==> config.mk <==
export PLATFORM = sky130hd
export DESIGN_NAME = cfgs_top
export DESIGN_NICKNAME = d
export VERILOG_FILES = /design/src/rtl/cfgs_pkg.sv /design/src/rtl/cfgs_line_sync.sv /design/src/rtl/cfgs_cond_detect.sv /design/src/rtl/cfgs_proto.sv /design/src/rtl/cfgs_regfile.sv /design/src/rtl/cfgs_top.sv
export SDC_FILE = /design/constraint.sdc
export NUM_CORES = 1
export LEC_CHECK = 0
export BUFFER_PORTS_ARGS = -buffer_cell sky130_fd_sc_hd__buf_2
export CORE_MARGIN = 3
export CORE_UTILIZATION = 25
export CTS_CLUSTER_SIZE = 28
export DETAILED_ROUTE_END_ITERATION = 12
export SKIP_CTS_REPAIR_TIMING = 1
export SLEW_MARGIN = 10
export SYNTH_ARGS = -nofsm -noshare
export SYNTH_HDL_FRONTEND = slang
export SYNTH_SLANG_ARGS = --single-unit
==> constraint.sdc <==
create_clock -name clk -period 2.55 [get_ports clk]
set_input_delay 0.3825 -clock clk [delete_from_list [all_inputs] [get_ports clk]]
set_output_delay 0.3825 -clock clk [all_outputs]
set_load 0.01 [all_outputs]
==> src/rtl/cfgs_pkg.sv <==
package cfgs_pkg;
  localparam int BYTE_W     = 8;
  localparam int STRAP_W    = 3;
  localparam int STRAP_BYTE = 4;

  typedef enum logic [2:0] {
    PH_IDLE,
    PH_RX,
    PH_RXACK,
    PH_TX,
    PH_TXACK
  } phase_t;

  // Power-on value of configuration byte idx.
  function automatic logic [BYTE_W-1:0] reset_byte(input int idx);
    return (idx == 0) ? 8'h30 : 8'hFF;
  endfunction

  // Bits a host write may change in byte idx.
  function automatic logic [BYTE_W-1:0] write_mask(input int idx);
    return (idx == STRAP_BYTE) ? 8'hD5 : 8'hFF;
  endfunction

  // Read-only strap bits placed into their byte, inverted.
  function automatic logic [BYTE_W-1:0] strap_field(input logic [STRAP_W-1:0] s);
    logic [BYTE_W-1:0] f;
    f    = '0;
    f[5] = ~s[2];
    f[3] = ~s[1];
    f[1] = ~s[0];
    return f;
  endfunction

  function automatic logic [BYTE_W-1:0] merge_byte(input logic [BYTE_W-1:0] old_v,
                                                   input logic [BYTE_W-1:0] new_v,
                                                   input logic [BYTE_W-1:0] mask);
    return (new_v & mask) | (old_v & ~mask);
  endfunction
endpackage

==> src/rtl/cfgs_line_sync.sv <==
module cfgs_line_sync #(
  parameter int W      = 2,
  parameter int STAGES = 2
) (
  input  logic         clk,
  input  logic         rst_n,
  input  logic [W-1:0] din,
  output logic [W-1:0] dout
);
  logic [W-1:0] stage [STAGES];

  for (genvar g = 0; g < STAGES; g++) begin : g_stage
    if (g == 0) begin : g_first
      always_ff @(posedge clk or negedge rst_n) begin
        if (!rst_n) stage[g] <= '1;
        else        stage[g] <= din;
      end
    end else begin : g_next
      always_ff @(posedge clk or negedge rst_n) begin
        if (!rst_n) stage[g] <= '1;
        else        stage[g] <= stage[g-1];
      end
    end
  end

  assign dout = stage[STAGES-1];
endmodule

==> src/rtl/cfgs_cond_detect.sv <==
module cfgs_cond_detect (
  input  logic clk,
  input  logic rst_n,
  input  logic scl_s,
  input  logic sda_s,
  output logic scl_rise,
  output logic scl_fall,
  output logic start_c,
  output logic stop_c,
  output logic scl_lvl,
  output logic sda_lvl
);
  logic scl_d, sda_d;

  always_ff @(posedge clk or negedge rst_n) begin
    if (!rst_n) begin
      scl_d <= 1'b1;
      sda_d <= 1'b1;
    end else begin
      scl_d <= scl_s;
      sda_d <= sda_s;
    end
  end

  assign scl_rise = scl_s & ~scl_d;
  assign scl_fall = ~scl_s & scl_d;
  assign start_c  = scl_s & scl_d & sda_d & ~sda_s;
  assign stop_c   = scl_s & scl_d & ~sda_d & sda_s;
  assign scl_lvl  = scl_s;
  assign sda_lvl  = sda_s;
endmodule

==> src/rtl/cfgs_proto.sv <==
module cfgs_proto
  import cfgs_pkg::*;
#(
  parameter logic [7:0] WR_ADDR   = 8'hD2,
  parameter logic [7:0] RD_ADDR   = 8'hD3,
  parameter int         NUM_BYTES = 6,
  parameter int         IDX_W     = 8
) (
  input  logic             clk,
  input  logic             rst_n,
  input  logic             scl_rise,
  input  logic             scl_fall,
  input  logic             start_c,
  input  logic             stop_c,
  input  logic             sda_lvl,
  input  logic [7:0]       rd_byte,
  output logic             sda_oe,
  output logic             wr_stb,
  output logic [IDX_W-1:0] wr_idx,
  output logic [7:0]       wr_data,
  output logic [IDX_W-1:0] rd_idx,
  output logic             slv_idle
);
  localparam logic [IDX_W-1:0] HDR_BYTES = IDX_W'(2);
  localparam logic [7:0]       CNT_BYTE  = 8'(NUM_BYTES);

  phase_t           phase;
  logic [3:0]       bitcnt;
  logic [7:0]       shreg;
  logic             pending, addr_ph, is_read, nack, oe_q;
  logic [IDX_W-1:0] rx_no, tx_no;
  logic             byte_end;

  function automatic logic addr_ok(input logic [7:0] b);
    return (b == WR_ADDR) || (b == RD_ADDR);
  endfunction

  function automatic logic [IDX_W-1:0] sat_inc(input logic [IDX_W-1:0] v);
    return (v == '1) ? v : v + 1'b1;
  endfunction

  assign byte_end = (phase == PH_RX) && scl_fall && pending && !start_c && !stop_c;
  assign wr_stb   = byte_end && !addr_ph && (rx_no >= HDR_BYTES);
  assign wr_idx   = rx_no - HDR_BYTES;
  assign wr_data  = shreg;
  assign rd_idx   = tx_no;
  assign slv_idle = (phase == PH_IDLE);
  assign sda_oe   = oe_q;

  always_ff @(posedge clk or negedge rst_n) begin
    if (!rst_n) begin
      phase   <= PH_IDLE;
      bitcnt  <= '0;
      shreg   <= '0;
      pending <= 1'b0;
      addr_ph <= 1'b0;
      is_read <= 1'b0;
      nack    <= 1'b0;
      oe_q    <= 1'b0;
      rx_no   <= '0;
      tx_no   <= '0;
    end else if (start_c) begin
      phase   <= PH_RX;
      bitcnt  <= '0;
      pending <= 1'b0;
      addr_ph <= 1'b1;
      rx_no   <= '0;
      oe_q    <= 1'b0;
    end else if (stop_c) begin
      phase   <= PH_IDLE;
      pending <= 1'b0;
      oe_q    <= 1'b0;
    end else begin
      case (phase)
        PH_RX: begin
          if (scl_rise) begin
            shreg  <= {shreg[6:0], sda_lvl};
            bitcnt <= bitcnt + 4'd1;
            if (bitcnt == 4'd7) pending <= 1'b1;
          end
          if (byte_end) begin
            pending <= 1'b0;
            bitcnt  <= '0;
            if (addr_ph) begin
              addr_ph <= 1'b0;
              if (addr_ok(shreg)) begin
                is_read <= (shreg == RD_ADDR);
                oe_q    <= 1'b1;
                phase   <= PH_RXACK;
              end else begin
                phase   <= PH_IDLE;
              end
            end else begin
              oe_q  <= 1'b1;
              phase <= PH_RXACK;
              rx_no <= sat_inc(rx_no);
            end
          end
        end
        PH_RXACK: begin
          if (scl_fall) begin
            bitcnt <= '0;
            if (is_read) begin
              shreg <= CNT_BYTE;
              oe_q  <= ~CNT_BYTE[7];
              tx_no <= '0;
              phase <= PH_TX;
            end else begin
              oe_q  <= 1'b0;
              phase <= PH_RX;
            end
          end
        end
        PH_TX: begin
          if (scl_rise) bitcnt <= bitcnt + 4'd1;
          if (scl_fall) begin
            if (bitcnt == 4'd8) begin
              oe_q   <= 1'b0;
              bitcnt <= '0;
              phase  <= PH_TXACK;
            end else begin
              shreg <= {shreg[6:0], 1'b0};
              oe_q  <= ~shreg[6];
            end
          end
        end
        PH_TXACK: begin
          if (scl_rise) nack <= sda_lvl;
          if (scl_fall) begin
            if (nack) begin
              phase <= PH_IDLE;
            end else begin
              shreg <= rd_byte;
              oe_q  <= ~rd_byte[7];
              tx_no <= sat_inc(tx_no);
              phase <= PH_TX;
            end
          end
        end
        default: ;
      endcase
    end
  end
endmodule

==> src/rtl/cfgs_regfile.sv <==
module cfgs_regfile
  import cfgs_pkg::*;
#(
  parameter int NUM_BYTES = 6,
  parameter int IDX_W     = 8
) (
  input  logic                        clk,
  input  logic                        rst_n,
  input  logic [STRAP_W-1:0]          strap_i,
  input  logic                        wr_stb,
  input  logic [IDX_W-1:0]            wr_idx,
  input  logic [7:0]                  wr_data,
  input  logic [IDX_W-1:0]            rd_idx,
  output logic [7:0]                  rd_byte,
  output logic [NUM_BYTES*BYTE_W-1:0] cfg_o
);
  logic [STRAP_W-1:0] strap_q;
  logic [BYTE_W-1:0]  regs [NUM_BYTES];

  // Straps follow the pins only while reset is held.
  always_ff @(posedge clk) begin
    if (!rst_n) strap_q <= strap_i;
  end

  for (genvar i = 0; i < NUM_BYTES; i++) begin : g_byte
    always_ff @(posedge clk or negedge rst_n) begin
      if (!rst_n)
        regs[i] <= reset_byte(i) & write_mask(i);
      else if (wr_stb && (wr_idx == IDX_W'(i)))
        regs[i] <= merge_byte(regs[i], wr_data, write_mask(i));
    end
    if (i == STRAP_BYTE) begin : g_ro
      assign cfg_o[i*BYTE_W +: BYTE_W] = regs[i] | strap_field(strap_q);
    end else begin : g_rw
      assign cfg_o[i*BYTE_W +: BYTE_W] = regs[i];
    end
  end

  always_comb begin
    rd_byte = 8'hFF;
    for (int i = 0; i < NUM_BYTES; i++)
      if (rd_idx == IDX_W'(i)) rd_byte = cfg_o[i*BYTE_W +: BYTE_W];
  end
endmodule

==> src/rtl/cfgs_top.sv <==
module cfgs_top
  import cfgs_pkg::*;
#(
  parameter logic [7:0] WR_ADDR     = 8'hD2,
  parameter logic [7:0] RD_ADDR     = 8'hD3,
  parameter int         NUM_BYTES   = 6,
  parameter int         SYNC_STAGES = 2,
  parameter int         IDX_W       = 8
) (
  input  logic                        clk,
  input  logic                        rst_n,
  input  logic                        scl_i,
  input  logic                        sda_i,
  output logic                        sda_oe,
  input  logic [STRAP_W-1:0]          strap_i,
  output logic [NUM_BYTES*BYTE_W-1:0] cfg_o
);
  logic             scl_s, sda_s;
  logic             scl_rise, scl_fall, start_c, stop_c, scl_lvl, sda_lvl;
  logic             wr_stb, slv_idle;
  logic [IDX_W-1:0] wr_idx, rd_idx;
  logic [7:0]       wr_data, rd_byte;

  cfgs_line_sync #(.W(2), .STAGES(SYNC_STAGES)) u_sync (
    .clk(clk), .rst_n(rst_n), .din({scl_i, sda_i}), .dout({scl_s, sda_s})
  );

  cfgs_cond_detect u_cond (
    .clk(clk), .rst_n(rst_n), .scl_s(scl_s), .sda_s(sda_s),
    .scl_rise(scl_rise), .scl_fall(scl_fall), .start_c(start_c),
    .stop_c(stop_c), .scl_lvl(scl_lvl), .sda_lvl(sda_lvl)
  );

  cfgs_proto #(.WR_ADDR(WR_ADDR), .RD_ADDR(RD_ADDR),
               .NUM_BYTES(NUM_BYTES), .IDX_W(IDX_W)) u_proto (
    .clk(clk), .rst_n(rst_n), .scl_rise(scl_rise), .scl_fall(scl_fall),
    .start_c(start_c), .stop_c(stop_c), .sda_lvl(sda_lvl), .rd_byte(rd_byte),
    .sda_oe(sda_oe), .wr_stb(wr_stb), .wr_idx(wr_idx), .wr_data(wr_data),
    .rd_idx(rd_idx), .slv_idle(slv_idle)
  );

  cfgs_regfile #(.NUM_BYTES(NUM_BYTES), .IDX_W(IDX_W)) u_regs (
    .clk(clk), .rst_n(rst_n), .strap_i(strap_i), .wr_stb(wr_stb),
    .wr_idx(wr_idx), .wr_data(wr_data), .rd_idx(rd_idx), .rd_byte(rd_byte),
    .cfg_o(cfg_o)
  );
endmodule

==> out/metrics.yaml <==
synth_warnings: 0
drtIter0Drc: 222
p_int_mw: 2.44
num_rows: 49
drv_slew: 0
layout.cells.most_common: "buf_2"
grt_pass1_vias: 3939
holdCritPathClass: "input port to async pin"
synth_edf_count: 3
synth_compound_area_frac: 0.129
grt.total_usage: 0.131
worstMarginPinSlew_ps: 666
fin_worst_hold_slack_ps: 30.3
muxShareOfSynthArea: 0.113
pin_count: 56
antenna_found_initial: 0
clk_latency_ps: 340
cpPeakStageDelay_ps: 480
ir_worst_vdd_mv: 0.275
rsz0062_at_grt: "no"
cp-end-kind: "flip-flop"
insertedDiodeCount: 0
p_clk_frac: 0.390
gp_routability_congestion: 0.886
synthSimpleGateAreaFrac: 0.174
hpwl_um: 9510
r2r_setup_slack_ps: 220
ant_nets: 0
seqPwrFrac: 0.512
r2r-start: "u_proto.rx_no[1]"
p_sw_uw: 951
overflow: 0
yosys.area.top_type: "dfstp_2"
synthTopCellsByArea: "dfstp_2 25%, dfrtp_1 22%, mux2_1 6.8%"
ctsLongestPathBuffers: 2
cp_slowest_cell: "and3b_1"
clock_skew_ps: 10.2
worstPathCellList: "inv_1 > ha_1 > xnor2_1 > nand4_1 > nor3_2 > and3b_1 > mux2_1"
ys_ff_latch: 90
dp.cells: 717
wl_per_cell_um: 17.9
r2r_end: "u_regs.cfg_o[43]"
min_period_ps: 2330
hold_viol_final: 0
syn_inst: 447
relSlewSlack: 0.553
cap_violations: 0
arrival_ps: 2600
fin_tns_setup_ps: 0
combPwrFrac: 0.098
numCtsBuffers: 9
clk_pin_slew_worst_paths_ps: 70
firstDrtPassIters: 5
outcome: "complete, no violations"
wl_um: 13100
drcViolationCount: 0
instances_no_fill: 733
mostFrequentLayoutCells: "54 x buf_2, 45 x dfstp_2, 42 x dfrtp_1"
synth-seq-area-share: 0.487
critPathMaxFanout: 8
power_mw: 3.39
synth-async-reset-ratio: 0.967
synth_top_area_frac: 0.248
cts_tree: "yes"
grt_pass1_wl_um: 21600
finish.utilization: 0.306
dominantRegCellSynth: "dfstp_2"
clock-sinks: 90
grt_max_degree: 42
critPathLaunchType: "flip-flop"
h-tree-depth: 3
fmax_ghz: 0.430
synth_top_family_by_area: "simple AND/OR/NAND/NOR gates"
die-area_um2: 20800
synth_cell_types: 61
syn-mean-instance-area_um2: 10.7
critical_path_class: "flip-flop to flip-flop"
nNetsFinal: 518
fp.dieW_um: 144
start_util: 0.260
syn-num-nets: 466
cellPowerDensity_nw_per_um2: 604
dieHeight_um: 144
p_leak_nw: 2.44
num_vias: 3753
via_per_inst: 5.12
switching_share: 0.281
finalCritPeriodShare: 0.912
synth_adder_area_share: 0.0315
drive_gt1_frac: 0.310
area_growth_pct: 17.7
r2r_cells: 7
synthXorXnorAreaFrac: 0.0275
clock-root-buffer: "clkbuf_16"
port_buffers: 55
core_um2: 18300
synth_area_um2: 4770
setup_viol_count_final: 0
worst_ep_required_time_ps: 2820
## synth_stat cells, drive strengths merged, types with 2 or more instances
| library cell | n |
|---|---|
| or4 | 2 |
| o21a | 2 |
| nor2 | 37 |
| nand2 | 34 |
| nand3b | 3 |
| a21o | 2 |
| o21ai | 17 |
| o211ai | 3 |
| a31oi | 6 |
| dfrtp | 42 |
| clkbuf | 18 |
| a21oi | 16 |
| edfxtp | 3 |
| a221oi | 5 |
| xor2 | 3 |
| mux2 | 47 |
| nand4b | 2 |
| o221ai | 14 |
| nor4bb | 2 |
| nand3 | 13 |
| buf | 7 |
| nor3 | 10 |
| ha | 12 |
| or3b | 3 |
| nand2b | 6 |
| a41oi | 2 |
| nor4 | 6 |
| and3b | 4 |
| o22ai | 6 |
| inv | 21 |
| and4 | 2 |
| o31ai | 3 |
| o2111ai | 2 |
| nand4 | 6 |
| dfstp | 45 |
| and2 | 2 |
| nor2b | 5 |
| a32oi | 2 |
| or3 | 4 |
| xnor2 | 12 |
| nor3b | 6 |
## logic make-up after synthesis
family                   after synthesis
multiplexers                          48
buffers and inverters                 46
flip-flops                            90
XOR/XNOR                              15
AO/OA/AOI/OAI                         86
adder cells (fa/ha/maj)               12
AND/OR/NAND/NOR                      150
## worst max-delay path: cells and delay by family (launching register included)
family | cells | cell delay, ps
and+or+nand+nor | 3 | 990
buffers and inverters | 1 | 120
adders and majority gates | 1 | 220
muxes | 1 | 370
DFF | 1 | 420
xor gates and xnor gates | 1 | 140
## how the worst max path moves through the flow
stage / startpoint / to / slack [ps]
after CTS: u_proto.rx_no[1] / u_regs.cfg_o[43] / 200
after global placement: u_proto.phase[2] / u_proto.sda_oe / 280
after floorplan: u_cond.scl_d / u_regs.cfg_o[46] / 390
after detailed placement: u_proto.rx_no[1] / u_regs.cfg_o[43] / 200
final: u_proto.rx_no[1] / u_regs.cfg_o[43] / 220
after global routing: u_proto.rx_no[1] / u_regs.cfg_o[3] / 40
## through the flow
step | area (um2) | setup slack (ps)
after floorplan | 4770 | 391
after global placement | 5310 | 277
after detailed placement | 5310 | 200
after CTS | 5610 | 198
after global routing | 5610 | 36.0
final | 5610 | 223
## state kept, by name (all words and copies together) (netlist names)
signal,cells
u_regs.regs,5
u_proto.rd_idx,8
u_regs.strap_q,3
u_proto.is_read,1
u_proto.phase,3
u_proto.nack,1
u_proto.addr_ph,1
u_proto.pending,1
u_proto.rx_no,8
u_cond.sda_d,1
u_regs.cfg_o,40
u_cond.scl_d,1
u_sync.stage,2
u_sync.dout,2
u_proto.bitcnt,4
u_proto.sda_oe,1
u_proto.wr_data,8
## cell type report
type | instances | area (um2)
Fill cell | 1874 | 12700
Sequential cell | 90 | 2320
Multi-Input combinational cell | 311 | 2260
Timing Repair Buffer | 66 | 360
Tap cell | 229 | 287
Clock buffer | 11 | 264
Inverter | 21 | 78.8
Clock inverter | 5 | 35.0
## per-layer routing
layer,track usage,up-vias,part of all wire
met4,0.0327,0,0.015
li1,-,1731,-
met5,0,-,0
met2,0.202,103,0.46
met1,0.182,1901,0.47
met3,0.0357,18,0.053
## power groups by stage
stage | Combinational (mW) | Sequential (mW) | Clock [mW]
floorplan | 0.260 | 1.66 | 0
global placement | 0.315 | 1.75 | 0
detailed placement | 0.332 | 1.75 | 0
CTS | 0.334 | 1.73 | 1.35
global route | 0.382 | 1.76 | 1.41
finish | 0.332 | 1.73 | 1.32
No activity file was read; power rests on OpenSTA's default activity.
